<file path="src/rtl/cds_pkg.sv">
package cds_pkg;
  typedef enum logic [1:0] {
    ST_IDLE = 2'd0,
    ST_GAP  = 2'd1,
    ST_RAMP = 2'd2,
    ST_FIN  = 2'd3
  } seq_st_t;
endpackage

</file>
<file path="src/rtl/cmp_sync.sv">
module cmp_sync #(
  parameter int STAGES = 2
) (
  input  logic clk,
  input  logic rst,
  input  logic async_in,
  output logic rise
);
  logic [STAGES-1:0] sh;
  logic              prev;

  always_ff @(posedge clk) begin
    if (rst) begin
      sh   <= '0;
      prev <= 1'b0;
    end else begin
      sh   <= {sh[STAGES-2:0], async_in};
      prev <= sh[STAGES-1];
    end
  end

  assign rise = sh[STAGES-1] & ~prev;
endmodule

</file>
<file path="src/rtl/cds_seq.sv">
module cds_seq
  import cds_pkg::*;
#(
  parameter int RST_MAX   = 64,
  parameter int SIG_MAX   = 256,
  parameter int GAP_CYC   = 4,
  parameter int MAX_LOG2N = 3,
  parameter int CFG_W     = 3,
  parameter int TW        = 9,
  parameter int LW        = 2
) (
  input  logic             clk,
  input  logic             rst,
  input  logic             start,
  input  logic [CFG_W-1:0] cfg_log2n,
  output logic             ramp_run,
  output logic             ramp_sig,
  output logic             clear,
  output logic             finish,
  output logic [LW-1:0]    log2n,
  output logic [TW-1:0]    limit
);
  localparam int PAIR_W = MAX_LOG2N + 1;
  localparam int GW     = $clog2(GAP_CYC + 1);

  seq_st_t           st;
  logic [GW-1:0]     gcnt;
  logic [TW-1:0]     tcnt;
  logic [PAIR_W-1:0] pair;
  logic [PAIR_W-1:0] last_pair;
  logic              sig;
  logic [LW-1:0]     l2q;
  logic [LW-1:0]     l2_clamped;

  always_comb begin
    if (cfg_log2n > CFG_W'(MAX_LOG2N)) l2_clamped = LW'(MAX_LOG2N);
    else                               l2_clamped = LW'(cfg_log2n);
  end

  assign last_pair = PAIR_W'((1 << l2q) - 1);
  assign limit     = sig ? TW'(SIG_MAX) : TW'(RST_MAX);

  always_ff @(posedge clk) begin
    if (rst) begin
      st   <= ST_IDLE;
      gcnt <= '0;
      tcnt <= '0;
      pair <= '0;
      sig  <= 1'b0;
      l2q  <= '0;
    end else begin
      case (st)
        ST_IDLE: if (start) begin
          st   <= ST_GAP;
          gcnt <= '0;
          pair <= '0;
          sig  <= 1'b0;
          l2q  <= l2_clamped;
        end
        ST_GAP: begin
          if (gcnt == GW'(GAP_CYC - 1)) begin
            st   <= ST_RAMP;
            tcnt <= '0;
          end else begin
            gcnt <= gcnt + 1'b1;
          end
        end
        ST_RAMP: begin
          if (tcnt == limit - 1'b1) begin
            gcnt <= '0;
            if (sig) begin
              if (pair == last_pair) begin
                st <= ST_FIN;
              end else begin
                pair <= pair + 1'b1;
                sig  <= 1'b0;
                st   <= ST_GAP;
              end
            end else begin
              sig <= 1'b1;
              st  <= ST_GAP;
            end
          end else begin
            tcnt <= tcnt + 1'b1;
          end
        end
        default: st <= ST_IDLE;
      endcase
    end
  end

  assign ramp_run = (st == ST_RAMP);
  assign ramp_sig = sig;
  assign clear    = (st == ST_IDLE) && start;
  assign finish   = (st == ST_FIN);
  assign log2n    = l2q;


  ramp_timer_chk: assert property (@(posedge clk) disable iff (rst)
    (st == ST_RAMP) |-> (tcnt < limit));

  pair_bound_chk: assert property (@(posedge clk) disable iff (rst)
    (st != ST_IDLE) |-> (pair <= last_pair));

  cfg_hold_chk: assert property (@(posedge clk) disable iff (rst)
    (st != ST_IDLE) |=> $stable(l2q));

  busy_start_chk: assert property (@(posedge clk) disable iff (rst)
    (st == ST_RAMP && start) |=> (st != ST_IDLE));
endmodule

</file>
<file path="src/rtl/cds_counter.sv">
module cds_counter #(
  parameter int ACC_W = 14,
  parameter int TW    = 9
) (
  input  logic                    clk,
  input  logic                    rst,
  input  logic                    clear,
  input  logic                    run,
  input  logic                    is_sig,
  input  logic                    rise,
  input  logic [TW-1:0]           limit,
  output logic signed [ACC_W-1:0] acc,
  output logic                    ovf
);
  logic [TW-1:0] pcnt;
  logic          stopped;
  logic          count_en;

  assign count_en = run && !stopped && !rise && (pcnt < limit);

  always_ff @(posedge clk) begin
    if (rst || clear) begin
      acc     <= '0;
      ovf     <= 1'b0;
      pcnt    <= '0;
      stopped <= 1'b0;
    end else if (!run) begin
      pcnt    <= '0;
      stopped <= 1'b0;
    end else begin
      if (rise) stopped <= 1'b1;
      if (count_en) begin
        pcnt <= pcnt + 1'b1;
        acc  <= is_sig ? acc + 1'b1 : acc - 1'b1;
        if (pcnt == limit - 1'b1) ovf <= 1'b1;
      end
    end
  end


  pcnt_limit_chk: assert property (@(posedge clk) disable iff (rst)
    run |-> (pcnt <= limit));

  stopped_hold_chk: assert property (@(posedge clk) disable iff (rst)
    (run && stopped && !clear) |=> $stable(acc));

  ovf_sticky_chk: assert property (@(posedge clk) disable iff (rst)
    (ovf && !clear) |=> ovf);
endmodule

</file>
<file path="src/rtl/col_ramp_cds.sv">
module col_ramp_cds #(
  parameter int RST_MAX   = 64,
  parameter int SIG_MAX   = 256,
  parameter int GAP_CYC   = 4,
  parameter int MAX_LOG2N = 3,
  parameter int CFG_W     = 3,
  parameter int SYNC_STG  = 2,
  parameter int RES_W     = $clog2(SIG_MAX + 1) + MAX_LOG2N + 2
) (
  input  logic                    clk,
  input  logic                    rst,
  input  logic                    start,
  input  logic                    cmp_in,
  input  logic [CFG_W-1:0]        cfg_log2n,
  output logic                    ramp_run,
  output logic                    ramp_sig,
  output logic signed [RES_W-1:0] result,
  output logic                    overflow,
  output logic                    done
);
  localparam int TMAX = (SIG_MAX > RST_MAX) ? SIG_MAX : RST_MAX;
  localparam int TW   = $clog2(TMAX + 1);
  localparam int LW   = $clog2(MAX_LOG2N + 1) > 0 ? $clog2(MAX_LOG2N + 1) : 1;

  logic                    rise;
  logic                    clear;
  logic                    finish;
  logic [LW-1:0]           log2n;
  logic [TW-1:0]           limit;
  logic signed [RES_W-1:0] acc;
  logic                    acc_ovf;

  cmp_sync #(.STAGES(SYNC_STG)) u_sync (
    .clk(clk), .rst(rst), .async_in(cmp_in), .rise(rise)
  );

  cds_seq #(
    .RST_MAX(RST_MAX), .SIG_MAX(SIG_MAX), .GAP_CYC(GAP_CYC),
    .MAX_LOG2N(MAX_LOG2N), .CFG_W(CFG_W), .TW(TW), .LW(LW)
  ) u_seq (
    .clk(clk), .rst(rst), .start(start), .cfg_log2n(cfg_log2n),
    .ramp_run(ramp_run), .ramp_sig(ramp_sig), .clear(clear),
    .finish(finish), .log2n(log2n), .limit(limit)
  );

  cds_counter #(.ACC_W(RES_W), .TW(TW)) u_cnt (
    .clk(clk), .rst(rst), .clear(clear), .run(ramp_run),
    .is_sig(ramp_sig), .rise(rise), .limit(limit),
    .acc(acc), .ovf(acc_ovf)
  );

  always_ff @(posedge clk) begin
    if (rst) begin
      result   <= '0;
      overflow <= 1'b0;
      done     <= 1'b0;
    end else begin
      done <= finish;
      if (finish) begin
        result   <= acc >>> log2n;
        overflow <= acc_ovf;
      end
    end
  end


  done_pulse_chk: assert property (@(posedge clk) disable iff (rst)
    done |=> !done);

  result_hold_chk: assert property (@(posedge clk) disable iff (rst)
    !done |-> ($stable(result) && $stable(overflow)));

  idle_out_chk: assert property (@(posedge clk) disable iff (rst)
    done |-> !ramp_run);
endmodule

</file>
<file path="config.mk">
export PLATFORM = sky130hd
export DESIGN_NAME = col_ramp_cds
export DESIGN_NICKNAME = d
export VERILOG_FILES = /design/src/rtl/cds_pkg.sv /design/src/rtl/cmp_sync.sv /design/src/rtl/cds_seq.sv /design/src/rtl/cds_counter.sv /design/src/rtl/col_ramp_cds.sv
export SDC_FILE = /design/constraint.sdc
export NUM_CORES = 1
export LEC_CHECK = 0
export BUFFER_PORTS_ARGS = -buffer_cell sky130_fd_sc_hd__clkbuf_2
export CAP_MARGIN = 20
export CORE_ASPECT_RATIO = 0.7
export CORE_MARGIN = 1
export CORE_UTILIZATION = 55
export DETAILED_ROUTE_END_ITERATION = 10
export PLACE_DENSITY = 0.73
export SYNTH_ARGS = -nofsm -noshare
export SYNTH_HDL_FRONTEND = slang
export SYNTH_HIERARCHICAL = 1
export SYNTH_SLANG_ARGS = --single-unit
</file>
<file path="constraint.sdc">
create_clock -name clk -period 4.01 [get_ports clk]
set_input_delay 0.6015 -clock clk [delete_from_list [all_inputs] [get_ports clk]]
set_output_delay 0.6015 -clock clk [all_outputs]
set_load 0.005 [all_outputs]
</file>
# Yosys cells after proc, flatten, opt, wreduce, memory -nomap -nowiden

Index checks and enable logic that the tools add are counted.

Register bits: 65
Input bits: 7
Output and inout bits: 18

Add/sub/neg operators: 8
Order comparisons: 2
Eq/ne operators: 14
Shifts and indexed selects: 2
Multiplexer cells: 26
Bitwise gates (word level): 3
Reduce and logical (&&, ||, !) cells: 20

Operator list:

| cell                    | number |
|---|---|
| $mux W9                 | 3 |
| $add A9 B1 Y9 const B   | 2 |
| $eq A9 B9 Y1            | 2 |
| $pmux W9 S2             | 1 |
| $mux W4                 | 4 |
| $add A14 B1 Y14 const B | 1 |
| $mux W14                | 1 |
| $sshr A14 B2 Y14        | 1 |
| $sub A14 B1 Y14 const B | 1 |
| $mux W2                 | 6 |
| $ne A2 B2 Y1 const B    | 6 |
| $reduce_and A3 Y1       | 4 |
| $lt A9 B9 Y1            | 1 |
| $mux W3                 | 3 |
| $pmux W3 S3             | 1 |
| $sub A9 B1 Y9 const B   | 1 |
| $pmux W4 S2             | 1 |
| $pmux W2 S3             | 1 |
| $reduce_and A5 Y1       | 1 |
| $add A4 B1 Y4 const B   | 1 |
| $eq A2 B2 Y1 const B    | 2 |
| $eq A4 B4 Y1            | 1 |
| $logic_and A1 B1 Y1     | 4 |
| $mux W1                 | 4 |
| 18 further kinds        | 22 |

# Logic depth before layout (Yosys ltp)

Gate-level depths: netlist of the first run.

Depth in word-level cells: 7
Depth in mapped cells: 11
Depth with buffers taken out: 9

# Cells and area by module

Netlist of the first run, hierarchy kept.

By module, submodules not included:

| module       | instances | cells an instance | area an instance (um2) |
|---|---|---|---|
| cds_counter  | 1         | 248               | 2026.9 |
| cds_seq      | 1         | 144               | 1197.4 |
| col_ramp_cds | 1         | 70                | 898.4 |
| cmp_sync     | 1         | 7                 | 87.6 |

# Worst setup path before layout of the first run

No wires, ideal clock.

Path kind: reg-to-reg
Start point: reg u_seq.sig, in the netlist u_seq/ramp_sig
End point: reg u_cnt.acc[12]
Setup time: 126 ps
Arrival time: 2202 ps
Required time: 3884 ps
Setup slack: 1682 ps
Stages on the path, launching flop included: 9
Path buffers: 0
Clock period less this slack: 2328 ps
Cell sequence: dfxtp_1 > inv_1 > fa_1 > a211oi_1 > o21ba_2 > o21ai_1 > a221oi_1 > or4_1 > o211ai_1

Longest elaborated chain between the ends: 4
Elaborated cells between the ends (all ways): 5

RTL lines:

| item                               | line              | text |
|---|---|---|
| from (decl)                        | cds_seq.sv:31     | `logic sig;` |
| from (signal assigned)             | cds_seq.sv:49     | `sig <= 1'b0;` |
| from (signal assigned)             | cds_seq.sv:57     | `sig <= 1'b0;` |
| from (signal assigned)             | cds_seq.sv:76     | `sig <= 1'b0;` |
| $mux W9                            | cds_seq.sv:41     | `assign limit = sig ? TW'(SIG_MAX) : TW'(RST_MAX);` |
| $lt A9 B9 Y1                       | cds_counter.sv:19 | `assign count_en = run && !stopped && !rise && (pcnt < limit);` |
| $logic_and A1 B1 Y1                | cds_counter.sv:19 |  |
| $reduce_and A2 Y1 (no source line) | n/a               |  |
| to (signal assigned)               | cds_counter.sv:34 | `acc <= is_sig ? acc + 1'b1 : acc - 1'b1;` |
| to (decl)                          | cds_counter.sv:12 | `output logic signed [ACC_W-1:0] acc,` |

Parallel ways exist; a longest one is shown, timed or not.
A chain may end at the register's enable or synchronous reset.

# Worst setup path in the final report of the first run

Same ends and word-level chain as after synthesis.

==> results of run 1 <==
-- worst min path at each step --
stage / start / to / slack, ns
finish: u_sync/sh[0] / u_sync/sh[1] / 0.45
detailed placement: u_sync/sh[0] / u_sync/sh[1] / 0.44
global route: cmp_in / u_sync/sh[0] / 0.46
CTS: u_sync/sh[0] / u_sync/sh[1] / 0.46
global placement: u_sync/sh[0] / u_sync/sh[1] / 0.43
floorplan: u_sync/sh[0] / u_sync/sh[1] / 0.41
-- area by class of cell --
class                   instances  area share [%]
clock buffers                  13            3.31
clock inverters                 3           0.890
inverters                      21            1.75
multi-input cells             366            59.7
flip-flops and latches         65            28.9
well taps                      98            2.72
repair buffers                 24            2.67
-- sequential cells by signal (all words and copies together), names as in the netlist, 2 cells and up --
name / count
u_seq/st: 2
u_cnt/acc: 14
u_seq/pair: 4
u_seq/tcnt: 9
result: 14
u_seq/gcnt: 3
u_cnt/pcnt: 9
u_sync/sh: 2
u_seq/log2n: 2
-- power by group --
part / leakage, nW / switching (mW) / internal (mW)
clock: 0.0974 / 0.249 / 0.303
sequential: 0.525 / 0.0137 / 0.650
combinational: 1.13 / 0.0421 / 0.0325
total: 1.75 / 0.305 / 0.986
-- layer usage --
layer | global-route usage [%] | vias to the layer above
met1 | 32.2 | 1608
li1 | - | 1739
met2 | 35.8 | 92
met5 | 0 | -
met3 | 7.27 | 15
met4 | 6.54 | 0
-- cells in the mapped netlist, types with 7 or more instances --
cell	number
a21oi_1	25
o21ai_0	11
and3_1	7
o21ai_1	7
mux2i_1	22
inv_1	21
nand3_1	20
a211oi_1	9
buf_4	11
nor2_1	45
ha_1	27
nand4_1	7
dfxtp_1	65
mux4_1	7
xor2_1	13
a21o_1	7
nand2_1	39
o211ai_1	11
xnor2_1	13
-- worst register-to-register path, delay by kind of cell (launching register included) --
family	cells	cell delay (ns)
buffers and inverters	1	0.36
DFF	1	0.57
AOI/OAI and AO/OA	5	1.16
and+or+nand+nor	1	0.17
adders and majority gates	1	0.52
-- logic make-up (layout without fill, tap and decap cells) --
family                     Yosys count  count (layout)  synth area share, %
xor gates and xnor gates            26              26                 5.41
buffers and inverters               44              61                 5.77
DFF                                 65              65                 30.9
adders and majority gates           28              28                 8.50
and+or+nand+nor                    171             171                 21.0
muxes                               33              33                 11.7
AOI/OAI and AO/OA                  101             101                 16.6
other                                1               7               0.0891
==> results.md, run 1 <==
* Buf/Inv on CP at 1
* R2R cell count at 8
* Worst path required time at 4.20 ns
* Most used DFF post-synth: dfxtp_1
* Die footprint at 0.00801 sq mm
* Max Cap Viol at 0
* Gr ovfl total at 0
* Hold Slack at 0.454 ns
* Placed cell count at 574
* Sink Count at 65
* Initial DRC count at 288
* CP top delay family: compound AO/OA/AOI/OAI gates
* Die Ht at 75.2 um
* Share of the synthesized area in the top cell type at 30.9%
* Cell count after synthesis at 469
* WL per Instance at 15.3 um
* Area of the multi-input gates at 0.00269 sq mm
* Setup TNS Final at 0 ns
* CP endpoint: u_cnt/acc[12]
* Utilization after layout at 61.2%
* Hold Path Depth at 1
* Area delta synth->final at 6.89%
* Fraction of the yosys area taken by sequential cells at 30.9%
* Initial core utilization at 57.3%
* Clk buf depth at 2
* Worst Setup SP: u_seq/ramp_sig
* Post-synth top area cell: dfxtp_1
* Num CTS Buffers at 9
* Syn_area_per_cell at 8.98 sq um
* Final Hold Vio Count at 0
* Crit-path cells: inv_1 -> fa_1 -> a211oi_1 -> o21ba_2 -> o21ai_1 -> a221oi_1 -> or4_1 -> o211ai_1
* Post-synthesis cell area at 0.00421 sq mm
* Core ar. at 0.00735 sq mm
* Layout cells sized above 1 at 12.4%
* WP depth at 8
* DP Worst Slack at 1.18 ns
* Synthesis Warnings at 6
* Largest cells by area after synthesis: dfxtp_1 31%, ha_1 8.0%, mux2i_1 5.2%
* Post-CTS setup buffer count at 0
* Port Buffers at 24
* Reg2reg start: u_seq/ramp_sig
* H-tree levels at 3
* Nets at 522
* Sequential Area at 0.00130 sq mm
* Minimum clock period at 2.92 ns
* N_diodes at 0
* Kind of start point of the critical path: flip-flop
* Hold Path Class: flip-flop to flip-flop
* Post-route cell area at 0.00450 sq mm
* Die width at 107 um
* RSZ-0062 raised after global routing: false
* DRC viols at 0
* Async set-or-reset flop fraction in the synthesized netlist at 0%
* Cell Area, Placed at 0.00431 sq mm
* Fmax at 342 MHz
* DR vias/cell at 5.85
* Slowest library cell on the worst path: dfxtp_1
* Fillers at 641
* Resized Gates After CTS at 0
* Synth Register Bits at 65
* Pin count of the biggest net entering global routing at 37
* Total Power at 1.29 mW
* Post-synthesis cell type count at 66
* GRT Total Usage at 23.4%
* Routability cong. at 0.910
* Wire length on met3 at 485 um
* Power Dens Cells at 287 mW/mm^2
* Most frequent cells in the layout: 65 x dfxtp_1, 45 x nor2_1, 39 x nand2_1, 27 x ha_1, 25 x a21oi_1
* Final setup vio count at 0
* Cts hold-fix bufs at 0
* Commonest non-fill, non-tap cell in the layout: dfxtp_1
* IO Pins at 25
* Worst stage delay on the critical path at 0.57 ns
* CTS clk-pin slew, worst paths at 0.07 ns
* Arrival time worst endpoint at 3.12 ns
* CTS root buffer: clkbuf_8
* Max IR drop VDD at 0.281 mV
* Crit Path Class: flip-flop to flip-flop
* Status: complete, no violations
* Vias in the first global route at 3096
* CP endpoint kind: flip-flop
* Leak at 1.75 nW
* DRT antenna net count at 0
* Worst r2r dst: u_cnt/acc[12]
* Worst-Margin Slew at 0.913 ns
* Tcrit/Tclk final at 72.9%
* Wire length on met2 at 3.91 mm
* Critical Path Fanout Max at 14
* Flop-to-flop setup slack at 1.09 ns
* Uppermost layer routed: met4
* Via count at 3454
* EDFF count, synth at 0
* Router iterations before antenna repair at 5
* Clock Latency Late Sink at 0.35 ns
* Wl on met1 at 4.50 mm
* Post-Layout Cell Count at 590
* Slew Limit Headroom at 39.1%
* Max-slew violations at 0
* Dpl hpwl at 6.46 mm
* Clk_skew at 0.00691 ns
* Antenna violations before repair at 0
* Final setup margin at 1.09 ns
* DRT Wirelength at 9.01 mm
* CTS tree: done
* First-pass GRT wire length at 14.6 mm
* Rows at 26
Power figures use the tool's default switching activity.
==> run 2: changes to the inputs <==
Settings changed: ABC_AREA set to 1, PLACE_DENSITY 0.73 to 0.76.
Clock period 4.01 ns to 2.5 ns, I/O delays scaled along.
==> results.md, run 2 <==
* Worst r2r dst: u_cnt/acc[13] (was u_cnt/acc[12])
* Pin count of the biggest net entering global routing at 30 (was 37)
* Die Ht at 76.9 um (was 75.2 um)
* RSZ-0062 raised after global routing: false (unchanged)
* Largest cells by area after synthesis: dfxtp_1 30%, nand2_1 17%, ha_1 7.7% (was dfxtp_1 31%, ha_1 8.0%, mux2i_1 5.2%)
* Status: complete, no violations (unchanged)
* DRT Wirelength at 9.85 mm (was 9.01 mm)
* Num CTS Buffers at 9 (unchanged)
* Async set-or-reset flop fraction in the synthesized netlist at 0% (unchanged)
* Via count at 4221 (was 3454)
* Commonest non-fill, non-tap cell in the layout: nand2_1 (was dfxtp_1)
* Post-CTS setup buffer count at 0 (unchanged)
* Post-synth top area cell: dfxtp_1 (unchanged)
* Adder-cell area share of the yosys netlist at 8.13% (was 8.50%)
* Nets at 738 (was 522)
* Cell Area, Placed at 0.00452 sq mm (was 0.00431 sq mm)
* Minimum clock period at 2.14 ns (was 2.92 ns)
* CP endpoint kind: flip-flop (unchanged)
* R2R cell count at 11 (was 8)
* Clock Latency Late Sink at 0.33 ns (was 0.35 ns)
* Antenna violations before repair at 0 (unchanged)
* WL per Instance at 12.3 um (was 15.3 um)
* Slowest library cell on the worst path: ha_1 (was dfxtp_1)
* Final Hold Vio Count at 0 (unchanged)
* N_diodes at 0 (unchanged)
* Crit-path cells: inv_1 -> ha_1 -> a21oi_1 -> nand2_2 -> nand2_2 -> nand2_2 -> nand2_1 -> nand3_1 -> nand2_1 -> nand2_1 -> a21oi_1 (was inv_1 -> fa_1 -> a211oi_1 -> o21ba_2 -> o21ai_1 -> a221oi_1 -> or4_1 -> o211ai_1)
* Die footprint at 0.00837 sq mm (was 0.00801 sq mm)
* DRC viols at 0 (unchanged)
* Regs by FF count: result (14), u_cnt/acc (14) (unchanged)
* Resized Gates After CTS at 0 (unchanged)
* Port Buffers at 24 (unchanged)
* Post-synthesis cell type count at 40 (was 66)
* Dpl hpwl at 7.47 mm (was 6.46 mm)
* Tcrit/Tclk final at 85.8% (was 72.9%)
* Most used DFF post-synth: dfxtp_1 (unchanged)
* Post-route cell area at 0.00477 sq mm (was 0.00450 sq mm)
* EDFF count, synth at 0 (unchanged)
* Hold Path Depth at 3 (was 1)
* GRT Total Usage at 26.2% (was 23.4%)
* Hold Path Class: primary input to flip-flop (was flip-flop to flip-flop)
* Fmax at 466 MHz (was 342 MHz)
* Power Dens Cells at 861 mW/mm^2 (was 287 mW/mm^2)
* Worst stage delay on the critical path at 0.44 ns (was 0.57 ns)
* Fillers at 668 (was 641)
* Arrival time worst endpoint at 2.40 ns (was 3.12 ns)
* Synth Register Bits at 65 (unchanged)
* Sink Count at 65 (unchanged)
* Clk_skew at 0.00552 ns (was 0.00691 ns)
* Synth cell count leaders: 205 x nand2_1, 81 x inv_1, 77 x nor2_1, 65 x dfxtp_1, 52 x a21oi_1 (was 65 x dfxtp_1, 45 x nor2_1, 39 x nand2_1, 27 x ha_1, 25 x a21oi_1)
* Crit Path Class: flip-flop to flip-flop (unchanged)
* Routability cong. at 0.915 (was 0.910)
* Synthesis Warnings at 6 (unchanged)
* Setup TNS Final at 0 ns (unchanged)
* CTS root buffer: clkbuf_16 (was clkbuf_8)
* Synth Area in Compound Gates at 11.1% (was 16.6%)
* Initial core utilization at 58.6% (was 57.3%)
* Max-slew violations at 0 (unchanged)
* Post-Synth Simple-Gate Area at 36.5% (was 21.0%)
* Cell count after synthesis at 679 (was 469)
* Main combinational cell family by area after synthesis: simple AND/OR/NAND/NOR gates (unchanged)
* Most frequent cells in the layout: 205 x nand2_1, 81 x inv_1, 77 x nor2_1, 65 x dfxtp_1, 52 x a21oi_1 (was 65 x dfxtp_1, 45 x nor2_1, 39 x nand2_1, 27 x ha_1, 25 x a21oi_1)
* Layout cells sized above 1 at 9.50% (was 12.4%)
* Clk buf depth at 2 (unchanged)
* Final setup vio count at 0 (unchanged)
* Critical Path Fanout Max at 13 (was 14)
* Most numerous cell in the Yosys netlist: nand2_1 (was dfxtp_1)
* Reg2reg start: u_seq/ramp_sig (unchanged)
* Rows at 26 (unchanged)
* Hold wc startpoint: cmp_in (was u_sync/sh[0])
* H-tree levels at 3 (unchanged)
* Gr ovfl total at 0 (unchanged)
* Initial DRC count at 338 (was 288)
* Vias in the first global route at 3891 (was 3096)
* CTS clk-pin slew, worst paths at 0.05 ns (was 0.07 ns)
* Max IR drop VDD at 0.550 mV (was 0.281 mV)
* Flop-to-flop setup slack at 0.36 ns (was 1.09 ns)
* CTS tree: done (unchanged)
* IO Pins at 25 (unchanged)
* Xor-xnor portion of the synthesized cell area at 3.18% (was 5.41%)
* Kind of start point of the critical path: flip-flop (unchanged)
* Cts hold-fix bufs at 0 (unchanged)
* First-pass GRT wire length at 17.5 mm (was 14.6 mm)
* Max Cap Viol at 0 (unchanged)
* Core ar. at 0.00751 sq mm (was 0.00735 sq mm)
* Fraction of the yosys area taken by sequential cells at 29.6% (was 30.9%)
* Worst path required time at 2.76 ns (was 4.20 ns)
* DRT antenna net count at 0 (unchanged)
* Area delta synth->final at 8.44% (was 6.89%)
* Router iterations before antenna repair at 5 (unchanged)
* Mux share of post-synthesis cell area at 0% (was 11.7%)
* Hold-critical path endpoint: u_sync/sh[0] (was u_sync/sh[1])
* Leak at 2.34 nW (was 1.75 nW)
* Die width at 109 um (was 107 um)
* Syn_area_per_cell at 6.48 sq um (was 8.98 sq um)
* DR vias/cell at 5.26 (was 5.85)
* Share of the synthesized area in the top cell type at 29.6% (was 30.9%)
* Post-synthesis cell area at 0.00440 sq mm (was 0.00421 sq mm)
==> run 2: cell types whose count changed in the layout (fill, tap and decap cells not counted), moves of 9 or more <==
cell,previous run,this run
clkbuf_8,10,1
nand3_1,20,51
a21oi_1,25,52
o211ai_1,11,0
clkbuf_16,0,9
mux2i_1,22,0
o21ai_0,11,32
inv_1,21,81
nand2_1,39,205
nor2_1,45,77
==> run 2: per-stage QoR <==
step                      instances  util [%]  setup WS, ns  power [mW]  hold WS [ns]
after detailed placement        790      60.2         0.389        2.99         0.414
after CTS                       803      63.5         0.366        4.10         0.230
after global placement          790      60.2         0.480        2.97         0.395
after global routing            803      63.5         0.142        4.43         0.232
after floorplan                 685         -         0.534        2.71         0.388
final                           803      63.5         0.356        4.11         0.237
==> run 2: cells by family (layout without fill, tap and decap cells) <==
family,Yosys count,after routing
simple gates,370,370
compound gates,92,92
other cells,1,7
xor+xnor,16,16
buf+inv,107,127
flops,65,65
fa+ha+maj,28,28
==> run 2: per-layer routing <==
layer  vias to the layer above  share of wire, %  global-route usage (%)
met2                       112                46                    41.8
met3                         9               5.2                    6.89
met1                      1903                48                    35.1
li1                       2197                 -                       -
met5                         -                 0                       0
met4                         0              0.90                    5.81
==> run 2: report_power, final <==
part / internal, mW / total (mW) / leakage (nW) / switching, mW
Clock: 0.678 / 1.09 / 0.124 / 0.416
Sequential: 1.16 / 1.29 / 0.528 / 0.132
Combinational: 0.605 / 1.72 / 1.69 / 1.12
==> run 2: layout make-up <==
type                    instances  area [sq um]  area share (%)
inverters                      86           325            6.82
flip-flops and latches         65          1300            27.3
clock buffers                  12           246            5.16
repair buffers                 28           150            3.15
clock inverters                 1          5.00           0.105
well taps                      98           123            2.57
multi-input cells             513          2620            54.9
==> run 2: worst max-delay path, delay by kind of cell, from the launching register on <==
kind | cells | cell delay (ns)
AO/OA/AOI/OAI | 2 | 0.34
AND/OR/NAND/NOR | 7 | 0.60
adder cells (fa/ha/maj) | 1 | 0.44
buffers and inverters | 1 | 0.27
flip-flops | 1 | 0.43
==> run 2: how the worst max path moves through the flow <==
stage | from | to | slack (ns) | cells past startpoint
after floorplan | u_seq/ramp_sig | u_cnt/acc[9] | 0.53 | 9
after global placement | u_seq/ramp_sig | u_cnt/acc[9] | 0.48 | 8
after detailed placement | u_seq/ramp_sig | u_cnt/acc[13] | 0.39 | 11
after CTS | u_seq/ramp_sig | u_cnt/acc[13] | 0.37 | 11
after global routing | u_seq/ramp_sig | u_cnt/acc[13] | 0.14 | 11
final | u_seq/ramp_sig | u_cnt/acc[13] | 0.36 | 11
